`src/rtl/qdg_pkg.sv`:
```
package qdg_pkg;
  typedef struct packed {
    logic busy;
    logic penult;
    logic stream;
  } qdg_flags_t;
endpackage

```
`src/rtl/qdg_retry_filter.sv`:
```
module qdg_retry_filter (
  input  logic clk,
  input  logic rst,
  input  logic tenure_req,
  input  logic retry_win,
  input  logic addr_retry,
  input  logic retriable,
  output logic blocked
);
  logic hit_q;
  logic hit_now;

  assign hit_now = retry_win & addr_retry;

  always_ff @(posedge clk) begin
    if (rst) begin
      hit_q <= 1'b0;
    end else if (!tenure_req) begin
      hit_q <= 1'b0;
    end else if (hit_now) begin
      hit_q <= 1'b1;
    end
  end

  assign blocked = retriable & (hit_q | hit_now);
endmodule

```
`src/rtl/qdg_beat_counter.sv`:
```
module qdg_beat_counter #(
  parameter int BEATS = 4,
  localparam int CW = (BEATS > 1) ? $clog2(BEATS) : 1
) (
  input  logic          clk,
  input  logic          rst,
  input  logic          advance,
  output logic [CW-1:0] cnt,
  output logic          at_last,
  output logic          at_penult
);
  localparam logic [CW-1:0] LAST   = CW'(BEATS - 1);
  localparam logic [CW-1:0] PENULT = CW'(BEATS - 2);

  assign at_last   = (cnt == LAST);
  assign at_penult = (cnt == PENULT);

  always_ff @(posedge clk) begin
    if (rst) begin
      cnt <= '0;
    end else if (advance) begin
      cnt <= at_last ? '0 : cnt + 1'b1;
    end
  end
endmodule

```
`src/rtl/qdg_tenure_ctl.sv`:
```
module qdg_tenure_ctl
  import qdg_pkg::*;
(
  input  logic       clk,
  input  logic       rst,
  input  logic       qualify,
  input  logic       beat_ack,
  input  logic       at_last,
  input  logic       at_penult,
  output qdg_flags_t flags,
  output logic       ready
);
  logic end_burst;

  assign end_burst = beat_ack & at_last;
  assign ready     = !flags.busy || (flags.penult && !flags.stream);

  always_ff @(posedge clk) begin
    if (rst) begin
      flags <= '0;
    end else begin
      if (end_burst) begin
        flags.busy   <= flags.stream | qualify;
        flags.penult <= 1'b0;
        flags.stream <= 1'b0;
      end else begin
        if (qualify) begin
          flags.busy <= 1'b1;
        end
        if (beat_ack && at_penult) begin
          flags.penult <= 1'b1;
        end
        if (qualify && flags.busy) begin
          flags.stream <= 1'b1;
        end
      end
    end
  end
endmodule

```
`src/rtl/qual_data_grant.sv`:
```
module qual_data_grant
  import qdg_pkg::*;
#(
  parameter int BEATS = 4,
  localparam int CW = (BEATS > 1) ? $clog2(BEATS) : 1
) (
  input  logic          clk,
  input  logic          rst,
  input  logic          grant_raw,
  input  logic          tenure_req,
  input  logic          retry_win,
  input  logic          addr_retry,
  input  logic          retriable,
  input  logic          xfer_ack,
  output logic          qual_grant,
  output logic          bus_busy,
  output logic [CW-1:0] beat_cnt
);
  qdg_flags_t flags;
  logic       blocked;
  logic       ready;
  logic       qualify;
  logic       beat_ack;
  logic       at_last;
  logic       at_penult;

  assign beat_ack = xfer_ack & flags.busy;
  assign qualify  = grant_raw & tenure_req & !blocked & ready;

  qdg_retry_filter u_retry (
    .clk        (clk),
    .rst        (rst),
    .tenure_req (tenure_req),
    .retry_win  (retry_win),
    .addr_retry (addr_retry),
    .retriable  (retriable),
    .blocked    (blocked)
  );

  qdg_beat_counter #(.BEATS(BEATS)) u_beats (
    .clk       (clk),
    .rst       (rst),
    .advance   (beat_ack),
    .cnt       (beat_cnt),
    .at_last   (at_last),
    .at_penult (at_penult)
  );

  qdg_tenure_ctl u_ctl (
    .clk       (clk),
    .rst       (rst),
    .qualify   (qualify),
    .beat_ack  (beat_ack),
    .at_last   (at_last),
    .at_penult (at_penult),
    .flags     (flags),
    .ready     (ready)
  );

  always_ff @(posedge clk) begin
    if (rst) qual_grant <= 1'b0;
    else     qual_grant <= qualify;
  end

  assign bus_busy = flags.busy;
endmodule

```
`config.mk`:
```
export PLATFORM = sky130hd
export DESIGN_NAME = qual_data_grant
export DESIGN_NICKNAME = d
export VERILOG_FILES = /design/src/rtl/qdg_pkg.sv /design/src/rtl/qdg_retry_filter.sv /design/src/rtl/qdg_beat_counter.sv /design/src/rtl/qdg_tenure_ctl.sv /design/src/rtl/qual_data_grant.sv
export SDC_FILE = /design/constraint.sdc
export NUM_CORES = 1
export LEC_CHECK = 0
export ABC_AREA = 1
export BUFFER_PORTS_ARGS = -buffer_cell sky130_fd_sc_hd__buf_4
export CAP_MARGIN = 30
export CELL_PAD_IN_SITES_DETAIL_PLACEMENT = 2
export CELL_PAD_IN_SITES_GLOBAL_PLACEMENT = 2
export CORE_UTILIZATION = 22
export CTS_CLUSTER_DIAMETER = 80
export DETAILED_ROUTE_END_ITERATION = 7
export PLACE_DENSITY_LB_ADDON = 0.1
export SLEW_MARGIN = 20
export SYNTH_ARGS = -nofsm -noshare
export SYNTH_HDL_FRONTEND = slang
export SYNTH_SLANG_ARGS = --single-unit
```
`constraint.sdc`:
```
create_clock -name clk -period 1 [get_ports clk]
set_input_delay 0.05 -clock clk [delete_from_list [all_inputs] [get_ports clk]]
set_output_delay 0.05 -clock clk [all_outputs]
set_load 0.01 [all_outputs]
```
# == Word-level counts from Yosys, hierarchy flattened ==
# Index checks and enable logic that the tools add are counted.
# word_totals
regBits,7
inputBits,8
elab_cells,34
# classes
eq_ne,2
mux,5
n_addsub,1
n_reduce_logical,10
bitwise_logic,10
# ops
cell,count
bitwise AND 1 bit,7
"== test 2 bit, second input constant",2
OR reduction 2 bit,2
logical AND 1 bit,3
logical NOT 1 bit,3
2-to-1 mux 1 bit,3
2-to-1 mux 3 bit,1
"adder 2 x 1 -> 2 bit, second input constant",1
2-to-1 mux 2 bit,1
bitwise OR 1 bit,2
nonzero test 2 bit,1
logical OR 1 bit,1
NOT 1 bit,1

# == Depth between registers and ports, before layout ==
# logic_depth
ltp_word,9
depth_mapped,5
ltp_nobuf,5

# == Cells and area by module ==
# Synthesis repeated with hierarchy kept, for this count alone.
# hier_totals
hier_cells,48
hier_area_um2,344.1
# modules_own_cells
module,cells_each,seq_area_each_um2,area_per_inst_um2,n_inst
qdg_tenure_ctl,18,60.1,122.6,1
qdg_beat_counter,15,40.0,111.4,1
qdg_retry_filter,7,20.0,57.6,1
qual_data_grant,8,20.0,52.6,1

# == Worst setup path before layout ==
# OpenSTA, ideal clock, no wires.
# synth_timing
path_kind,flip-flop to flip-flop
start,register u_beats.cnt[0]
end,register u_beats.cnt[1]
arrival_ns,0.843
setup_slack_ns,0.087
n_path_buf,0
path_stages_with_launch,4
required_ns,0.930
period_less_slack_ns,0.913
setup_ns,0.070
cell_sequence,dfxtp_1 -> inv_1 -> ha_1 -> a21oi_1
# synth_between
elab_chain_len,2
word_cells_on_any_way,3
cone_classes,add/sub: 1; eq/ne: 1; mux: 1
# synth_lines
element,line_no,text
start: declaration,qdg_beat_counter.sv:8,"output logic [CW-1:0] cnt,"
start signal: assignment,qdg_beat_counter.sv:22,cnt <= at_last ? '0 : cnt + 1'b1;
adder 2 x 1 -> 2 bit / == test 2 bit (equally long branches),"qdg_beat_counter.sv:22, qdg_beat_counter.sv:15",
2-to-1 mux 2 bit *,qdg_beat_counter.sv:22,
# Mark *: on every way between the ends. The rest lies on a longest branch, timed or not.
# A chain may end at the register's enable or synchronous reset.

# == Worst setup path after layout ==
# layout_timing
start,register u_beats.cnt[1]
end,register u_ctl.flags[0] (netlist name)
# layout_between
elab_chain_len,3
# layout_lines
element,line_no,text
== test 2 bit,qdg_beat_counter.sv:15,assign at_last = (cnt == LAST);
bitwise AND 1 bit,qdg_tenure_ctl.sv:15,assign end_burst = beat_ack & at_last;
OR reduction 2 bit (no source line),n/a,
# Every way passes these cells.

==> results_dict.tcl <==
set metrics [dict create \
    tightest_slew_ns 0.159 \
    yosysTopAreaCellShare_pct 44.6 \
    drt-initial-drc-count 3 \
    synthCells 41 \
    startpoint_type "register" \
    critPathLaunch "u_beats.cnt[1]$_SDFFE_PP0P_" \
    hold_slack_ns 0.0344 \
    synth.largest_area_cell "dfxtp_1" \
    htreeDepth 1 \
    drc 0 \
    synthesis.nets 51 \
    routed_wl_um 817 \
    final_max_slew_viol_count 0 \
    grt_pass1_wl_um 1250 \
    maxSlewHeadroom_pct 89.4 \
    syn_to_final_growth_pct 44.6 \
    power_density_nw_per_um2 1440 \
    fin_util_pct 34.5 \
    synth_edf_count 0 \
    cts.sink_count 7 \
    synthTopCellsByCount "dfxtp_1, nand2_1, inv_1" \
    numCtsBuffers 3 \
    std_cell_rows 13 \
    total_power_uw 652 \
    routedWlPerCell_um 11.3 \
    period_minus_slack_ns 0.915 \
    cts_root_buf "clkbuf_4" \
    drive_gt1_share_pct 38.6 \
    die_height_um 39.8 \
    worstHoldPathType "input port to register" \
    dp_hpwl_um 679 \
    core_um2 1320 \
    synth_area_um2 314 \
    synth_fa_ha_area_share_pct 7.97 \
    cp-end-kind "register" \
    fp.dieArea_um2 1580 \
    r2r-start "u_beats.cnt[1]$_SDFFE_PP0P_" \
    routabilityCongestion 0.731 \
    finalSetupViolCount 0 \
    die_w_um 39.8 \
    multiInputGateArea_um2 148 \
    tns_ns 0 \
    syn_area_per_cell_um2 7.66 \
    synth_mux_area_share_pct 0 \
    grt.total_usage_pct 13.2 \
    fmax_mhz 1090 \
    cap_viol_max_count 0 \
    start_util_pct 23.8 \
    synth_xor_area_share_pct 0 \
    grt_antenna_before_repair 0 \
    ys_seq_area_share_pct 44.6 \
    worstPathMaxFanout 4 \
    synth_cell_types 14 \
    grt_overflow 0 \
    cts_tree "done" \
    num_vias 314 \
    synthSimpleGateAreaFrac_pct 29.1 \
    post_drt_via_cell_ratio 4.36 \
    ys_seq_elements 7 \
    regArea_um2 143 \
    worstSetupPathType "register to register" \
    path_clk_slew_ns 0.05 \
    async_flop_share_pct 0 \
    status "complete, no violations" \
    crit_required_ns 1.18 \
    first_pass_iters 2 \
    nFillCells 158 \
    synth_top_family_by_area "simple AND/OR/NAND/NOR gates" \
    finalCritPeriodShare_pct 91.5 \
    hp-start "tenure_req" \
    finalNetCount 68 \
    clock_skew_ns 0.00287 \
    antenna_left 0 \
    clkLatencyLatePin_ns 0.25 \
    p_leak_uw 0.000219 \
    dp_slack_ns 0.0563 \
    fin_ws_ns 0.0853 \
    cp_data_arrival_time_ns 1.09 \
    ys_top_cells_by_area "dfxtp_1, nand2_1, ha_1" \
    cts.path.max_buffers 2 \
    synth-compound-area-share_pct 9.96 \
    grt_pass1_vias 306 \
    hold_viol 0 \
    portBuffers 11 \
    yosys_warnings 0 \
    io_pins 12 \
    grt_max_degree 6 \
    grt_setup_unrepaired "false" \
    n_antenna_cell 0 \
    synth_top_flop_cell "dfxtp_1" \
    vdd_drop_max_mv 0.473 \
]
critical path, stage by stage (launching register included):
cell,delay [ns]
dfxtp_1,0.34
ha_1,0.20
nand2_2,0.10
nand2_2,0.08
a21oi_1,0.13
area by class of cell:
type / count / area share (%)
inverter: 7 / 5.79
sequential: 7 / 31.4
timing repair buffer: 12 / 20.4
clock buffer: 4 / 5.79
tap: 15 / 4.13
multi-input combinational: 27 / 32.5
power by group:
group | total, µW | internal [µW] | leakage [µW] | switching (µW)
clock | 262 | 153 | 0.0000150 | 110
sequential | 303 | 292 | 0.0000578 | 10.8
combinational | 87.0 | 46.5 | 0.000146 | 40.5
cell usage in the layout, fill, tap and decap left out:
cell,count
a21oi_1,3
buf_4,11
clkbuf_1,1
clkbuf_4,3
dfxtp_1,5
dfxtp_2,2
dlygate4sd3_1,1
ha_1,2
inv_1,6
inv_2,1
nand2_1,7
nand2_2,3
nand3_1,1
nand4_1,1
nor2_1,5
nor2_2,1
nor3_2,1
o21ai_0,2
o22ai_1,1
layer usage:
metal	part of all wire [%]	vias to the layer above	track usage [%]	wire length, µm
met5	0	-	0	0
met1	46	143	12.6	373
met2	46	10	22.1	378
li1	-	159	-	-
met3	7.0	2	5.11	57
met4	0.86	0	10.3	7
worst paths after layout:
path | endpoint | slack, ns | depth (start not counted)
worst min-delay path | u_retry.hit_q$_SDFFE_PP0P_ | 0.03 | 3
worst max register to register | u_ctl.flags[0]$_SDFFE_PP0P_ | 0.09 | 4
worst max-delay path | u_ctl.flags[0]$_SDFFE_PP0P_ | 0.09 | 4
worst min register to register | u_ctl.flags[1]$_SDFFE_PP0P_ | 0.49 | 2
cells by family after synthesis:
kind of cell / after synthesis
and+or+nand+nor: 19
AOI/OAI and AO/OA: 6
buffers and inverters: 7
adders and majority gates: 2
DFF: 7
registers in the layout, summed over array words and instances (netlist names):
| name | flops |
|---|---|
| u_retry.hit_q | 1 |
| qual_grant | 1 |
| u_ctl.flags | 3 |
| u_beats.cnt | 2 |
timing repair:
action	CTS	global route
buffers inserted	0	0
gates resized for setup	0	2
hold buffers	1	0
hold endpoints to repair	2	0
setup endpoints to repair	0	5
metrics by stage:
step                      cells  instance area (µm²)
after floorplan              41                  314
after global placement       67                  415
after detailed placement     67                  415
after CTS                    72                  452
after global routing         72                  454
final                        72                  454
Note: power is estimated with default switching activity, not from simulation.
